`src/rtl/rx_stat_pkg.sv`:
```
package rx_stat_pkg;

    localparam int LEN_W_DEF     = 17;
    localparam int MIN_LEN_DEF   = 64;
    localparam int STD_MAX_DEF   = 1518;
    localparam int VLAN_MAX_DEF  = 1522;
    localparam int JUMBO_MAX_DEF = 65536;

    typedef enum logic [1:0] {
        DEST_UNI   = 2'b00,
        DEST_MULTI = 2'b01,
        DEST_BCAST = 2'b10,
        DEST_RSVD  = 2'b11
    } dest_kind_e;

    typedef struct packed {
        logic bcast;
        logic mcast;
    } frame_hits_t;

    typedef struct packed {
        logic octet;
        logic missed;
        logic bcast;
        logic mcast;
    } stat_pulses_t;

    // Upper length edge picked by the mode pair; jumbo dominates.
    function automatic int len_ceiling(input logic jumbo, input logic vlan,
                                       input int std_max, input int vlan_max,
                                       input int jumbo_max);
        if (jumbo)
            return jumbo_max;
        else if (vlan)
            return vlan_max;
        else
            return std_max;
    endfunction

endpackage

```
`src/rtl/rx_len_window.sv`:
```
module rx_len_window #(
    parameter int LEN_W     = rx_stat_pkg::LEN_W_DEF,
    parameter int MIN_LEN   = rx_stat_pkg::MIN_LEN_DEF,
    parameter int STD_MAX   = rx_stat_pkg::STD_MAX_DEF,
    parameter int VLAN_MAX  = rx_stat_pkg::VLAN_MAX_DEF,
    parameter int JUMBO_MAX = rx_stat_pkg::JUMBO_MAX_DEF
) (
    input  logic [LEN_W-1:0] frame_len,
    input  logic             jumbo,
    input  logic             vlan,
    output logic             in_range
);
    import rx_stat_pkg::*;

    localparam logic [LEN_W-1:0] LO_EDGE = LEN_W'(MIN_LEN);
    localparam logic [LEN_W-1:0] HI_STD  = LEN_W'(STD_MAX);
    localparam logic [LEN_W-1:0] HI_VLAN = LEN_W'(VLAN_MAX);
    localparam logic [LEN_W-1:0] HI_JMB  = LEN_W'(JUMBO_MAX);

    logic [LEN_W-1:0] hi_edge;

    always_comb begin
        hi_edge  = LEN_W'(len_ceiling(jumbo, vlan, int'(HI_STD),
                                      int'(HI_VLAN), int'(HI_JMB)));
        in_range = (frame_len >= LO_EDGE) && (frame_len <= hi_edge);
    end

endmodule

```
`src/rtl/rx_dest_decode.sv`:
```
module rx_dest_decode (
    input  logic                      frame_end,
    input  logic                      frame_good,
    input  rx_stat_pkg::dest_kind_e   dest,
    output rx_stat_pkg::frame_hits_t  hits
);
    import rx_stat_pkg::*;

    always_comb begin
        hits = '0;
        if (frame_end && frame_good) begin
            unique case (dest)
                DEST_BCAST: hits.bcast = 1'b1;
                DEST_MULTI: hits.mcast = 1'b1;
                default:    hits       = '0;
            endcase
        end
    end

endmodule

```
`src/rtl/rx_pulse_reg.sv`:
```
module rx_pulse_reg #(
    parameter int N = 4
) (
    input  logic         clk,
    input  logic         rst,
    input  logic [N-1:0] d,
    output logic [N-1:0] q
);
    for (genvar i = 0; i < N; i++) begin : g_bit
        always_ff @(posedge clk) begin
            if (rst)
                q[i] <= 1'b0;
            else
                q[i] <= d[i];
        end
    end

endmodule

```
`src/rtl/rx_stat_classifier.sv`:
```
module rx_stat_classifier #(
    parameter int LEN_W     = rx_stat_pkg::LEN_W_DEF,
    parameter int MIN_LEN   = rx_stat_pkg::MIN_LEN_DEF,
    parameter int STD_MAX   = rx_stat_pkg::STD_MAX_DEF,
    parameter int VLAN_MAX  = rx_stat_pkg::VLAN_MAX_DEF,
    parameter int JUMBO_MAX = rx_stat_pkg::JUMBO_MAX_DEF
) (
    input  logic             clk,
    input  logic             rst,
    input  logic             octet_stb,
    input  logic             frame_end,
    input  logic [LEN_W-1:0] frame_len,
    input  logic             fcs_ok,
    input  logic [1:0]       dest_kind,
    input  logic             drop_stb,
    input  logic             jumbo_en,
    input  logic             vlan_en,
    output logic             inc_octets,
    output logic             inc_missed,
    output logic             inc_bcast,
    output logic             inc_mcast
);
    import rx_stat_pkg::*;

    localparam int PULSE_W = $bits(stat_pulses_t);

    logic         len_ok;
    logic         frame_good;
    frame_hits_t  hits;
    stat_pulses_t next_p;
    stat_pulses_t cur_p;

    rx_len_window #(
        .LEN_W    (LEN_W),
        .MIN_LEN  (MIN_LEN),
        .STD_MAX  (STD_MAX),
        .VLAN_MAX (VLAN_MAX),
        .JUMBO_MAX(JUMBO_MAX)
    ) u_len (
        .frame_len(frame_len),
        .jumbo    (jumbo_en),
        .vlan     (vlan_en),
        .in_range (len_ok)
    );

    assign frame_good = len_ok && fcs_ok;

    rx_dest_decode u_dest (
        .frame_end (frame_end),
        .frame_good(frame_good),
        .dest      (dest_kind_e'(dest_kind)),
        .hits      (hits)
    );

    always_comb begin
        next_p.octet  = octet_stb;
        next_p.missed = drop_stb;
        next_p.bcast  = hits.bcast;
        next_p.mcast  = hits.mcast;
    end

    rx_pulse_reg #(.N(PULSE_W)) u_out (
        .clk(clk),
        .rst(rst),
        .d  (next_p),
        .q  (cur_p)
    );

    assign inc_octets = cur_p.octet;
    assign inc_missed = cur_p.missed;
    assign inc_bcast  = cur_p.bcast;
    assign inc_mcast  = cur_p.mcast;

endmodule

```
`config.mk`:
```
export PLATFORM = sky130hd
export DESIGN_NAME = rx_stat_classifier
export DESIGN_NICKNAME = d
export VERILOG_FILES = /design/src/rtl/rx_stat_pkg.sv /design/src/rtl/rx_len_window.sv /design/src/rtl/rx_dest_decode.sv /design/src/rtl/rx_pulse_reg.sv /design/src/rtl/rx_stat_classifier.sv
export SDC_FILE = /design/constraint.sdc
export NUM_CORES = 1
export LEC_CHECK = 0
export CORE_AREA = 2 2 39 41
export DETAILED_ROUTE_END_ITERATION = 8
export DIE_AREA = 0 0 41 43
export DONT_BUFFER_PORTS = 1
export PLACE_DENSITY = 0.43
export SETUP_SLACK_MARGIN = 0.4
export SKIP_CTS_REPAIR_TIMING = 1
export SYNTH_ARGS = -nofsm -noshare
export SYNTH_HDL_FRONTEND = slang
export SYNTH_HIERARCHICAL = 1
export SYNTH_SLANG_ARGS = --single-unit
export TNS_END_PERCENT = 30
```
`constraint.sdc`:
```
create_clock -name clk -period 5.61 [get_ports clk]
set_input_delay 0.2805 -clock clk [delete_from_list [all_inputs] [get_ports clk]]
set_output_delay 0.2805 -clock clk [all_outputs]
set_load 0.05 [all_outputs]
```
==> metrics.md <==
| Metric | Value |
|---|---|
| Outcome | finished clean |
| Die width | about 40 µm |
| Share of cells above drive strength 1 | 0.122 |
| HP Class | input port to register |
| Setup Slack @ Placement | approximately 3.3 ns |
| CTS root buf | clkbuf_4 |
| # fillers | approximately 150 |
| Residual DRC | 0 |
| Total power | 0.0855 mW |
| Synthesized-area fraction occupied by and/or/nand/nor cells | 0.328 |
| Port bufs | 0 |
| GRT Residual Overflow | 0 |
| TritonCTS clock tree | done |
| Synth top area cells | ha_1, dfxtp_1, nor2b_1, and4b_1, nand4_1 |
| VDD IR max | between 0.00004 and 0.00005 V |
| Slowest stage delay, CP | about 0.38 ns |
| Gp weighted congestion | about 0.64 |
| First-pass DRT Iterations | 3 |
| Die Area | 1760 µm² |
| XOR/XNOR share of the synthesized area | 0 |
| Largest family of logic cells by synthesized area | simple AND/OR/NAND/NOR gates |
| Final TNS setup | 0 ns |
| Synth Area in Compound Gates | 0.160 |
| Core area | about 1400 µm² |
| Clk buf depth | 2 |
| All-layer global routing usage | 0.104 |
| Syn_area_per_cell | 9.03 µm² |
| Vias/cell | about 5.6 |
| Pins Over Slew Limit | 0 |
| Adder-cell share of the synthesized area | 0.301 |
| CTS clk-pin slew, worst paths | ~0.040 ns |
| CP max FO | 7 |
| Worst path cell trace | or2_2 > ha_1 > nor2b_1 > o211ai_1 > a21oi_1 > a2111oi_0 > o31a_1 > and2_1 > and4b_1 > nor2b_1 |
| Final HPWL DP | 788 µm |
| Initial antenna violation count | 0 |
| WL final | around 890 µm |
| Vias in the first global route | 370 |
| CTS Buf Count | 3 |
| IO Count | 31 |
| Hold Vio Cnt, Final | 0 |
| Die extent in y | approximately 43 µm |
| Worst setup margin | about 3.5 ns |
| Most used cell, CP | nor2b_1 |
| Pwr Density | 187 nW/µm² |
| Slew margin rel. | 0.683 |
| Synth top area share | 0.301 |
| H-tree depth | 1 |
| Initial Util | 0.300 |
| Worst EP required | between 5 and 6 ns |
| Tmin final | 2.06 ns |
| Via count | 364 |
| Diodes inserted | 0 |
| Multiplexer area fraction after synthesis | 0 |
| CP bufs+invs | 0 |
| Setup CP Type | input port to register |
| Post-synth EDFFs | 0 |
| Post-Route Utilization | 0.331 |
| Max-cap violations | 0 |
| Area of placed instances | 435 µm² |
| Row Count | 14 |
| Asr flop ratio synth | 0 |
| Clock sinks | 4 |
| Post-synthesis sequential area ratio | 0.193 |
| Mapped Area | between 400 and 500 µm² |
| Post-synth top area cell | ha_1 |
| Final Cycle Share | 0.367 |
| Multi-input combinational cell area | 328 µm² |
| Register area | roughly 80 µm² |
| Leakage | between 0.15 and 0.2 nW |
| CP Capture Type | register |
| Final antenna-violating net count | 0 |
| Global-route wire length before repair | roughly 1300 µm |
| Top Family by Delay on Critical Path | simple AND/OR/NAND/NOR gates |
| Final Instance Area | approximately 460 µm² |
| Routed WL per cell | between 10 and 15 µm |
| Critical Path AT | 2.22 ns |
| Biggest register | u_out/q |
| Post-Syn Instances | 46 |
| Syn_nets | 83 |
| Nets | ~90 |
| Fmax | around 0.49 GHz |
| Post-synthesis cell type count | 22 |
| Area growth syn-to-layout | 10.2% |
| #FFs+latches synth | 4 |
| RSZ-0062 raised after global routing | no |
| Largest net degree at the start of global routing | 8 |
| Ys Warns | 6 |
| Number of flip-flops in the largest register | 4 |
| Slowest library cell on the worst path | a2111oi_0 |
| Iter 0 DRT Violations | 9 |
| Post-synth top flop | dfxtp_1 |
| Top flop regs | u_out/q: 4 flops |
| Measured slew at the worst slew-check pin | 0.475 ns |
| Final setup violation count | 0 |
| Startpoint types | input port |
-- final cells by class --
type,instances,area share
flip-flops and latches,4,0.175
inverters,2,0.0164
well taps,16,0.0437
multi-input cells,40,0.716
clock buffers,3,0.0492
-- cells by family (layout without fill, tap and decap cells) --
logic type	after synthesis	in the layout
AOI/OAI and AO/OA	9	9
adders and majority gates	10	10
buffers and inverters	2	5
DFF	4	4
and+or+nand+nor	21	21
-- final timing paths --
| kind | from | endpoint | slack [ns] | cells past startpoint |
|---|---|---|---|---|
| setup / recovery | jumbo_en | u_out/q[1]$_SDFF_PP0_ | 3.55 | 10 |
| hold / removal | rst | u_out/q[3]$_SDFF_PP0_ | 0.12 | 1 |
-- synth_stat cells, types with 2 or more instances --
cell type,count
inv_1,2
ha_1,10
nor2_1,2
and4b_1,2
nor2b_1,5
a21oi_1,3
dfxtp_1,4
nand4_1,3
nand2_1,2
-- stage by stage --
| step | cells | hold slack [ns] |
|---|---|---|
| finish | 65 | 0.120 |
| global route | 65 | 0.112 |
| CTS | 65 | 0.114 |
| detailed placement | 62 | 0.354 |
| global placement | 62 | 0.354 |
| floorplan | 46 | 0.352 |
-- routing by layer --
metal  vias up  global-route usage  share of wire
met3         0              0.0157           0.13
met5         -                   0              0
met4         0              0.0800              0
met2        17               0.175           0.48
li1        188                   -              -
met1       159               0.104           0.39
-- power by group --
group / total [mW] / switching (mW) / internal (mW)
sequential: 0.0330 / 0.00348 / 0.0295
clock: 0.0335 / 0.00972 / 0.0238
combinational: 0.0190 / 0.00898 / 0.00997
total: 0.0855 / 0.0222 / 0.0633
-- cell usage in the layout (no fill, tap or decap) --
cell type and n:
ha_1 10, nor2b_1 5, dfxtp_1 4, clkbuf_4 3, nand4_1 3, a21oi_1 3, and4b_1 2, inv_1 2
nand2_1 2, nor2_1 2, and2_1 1, or2_2 1, or4_4 1, nor3_2 1, nand3_1 1, nor3_1 1
o211ai_1 1, a2111oi_0 1, or4_1 1, a211o_1 1, o32a_1 1, a22oi_1 1, o31a_1 1
Power figures use the tool's default switching activity.
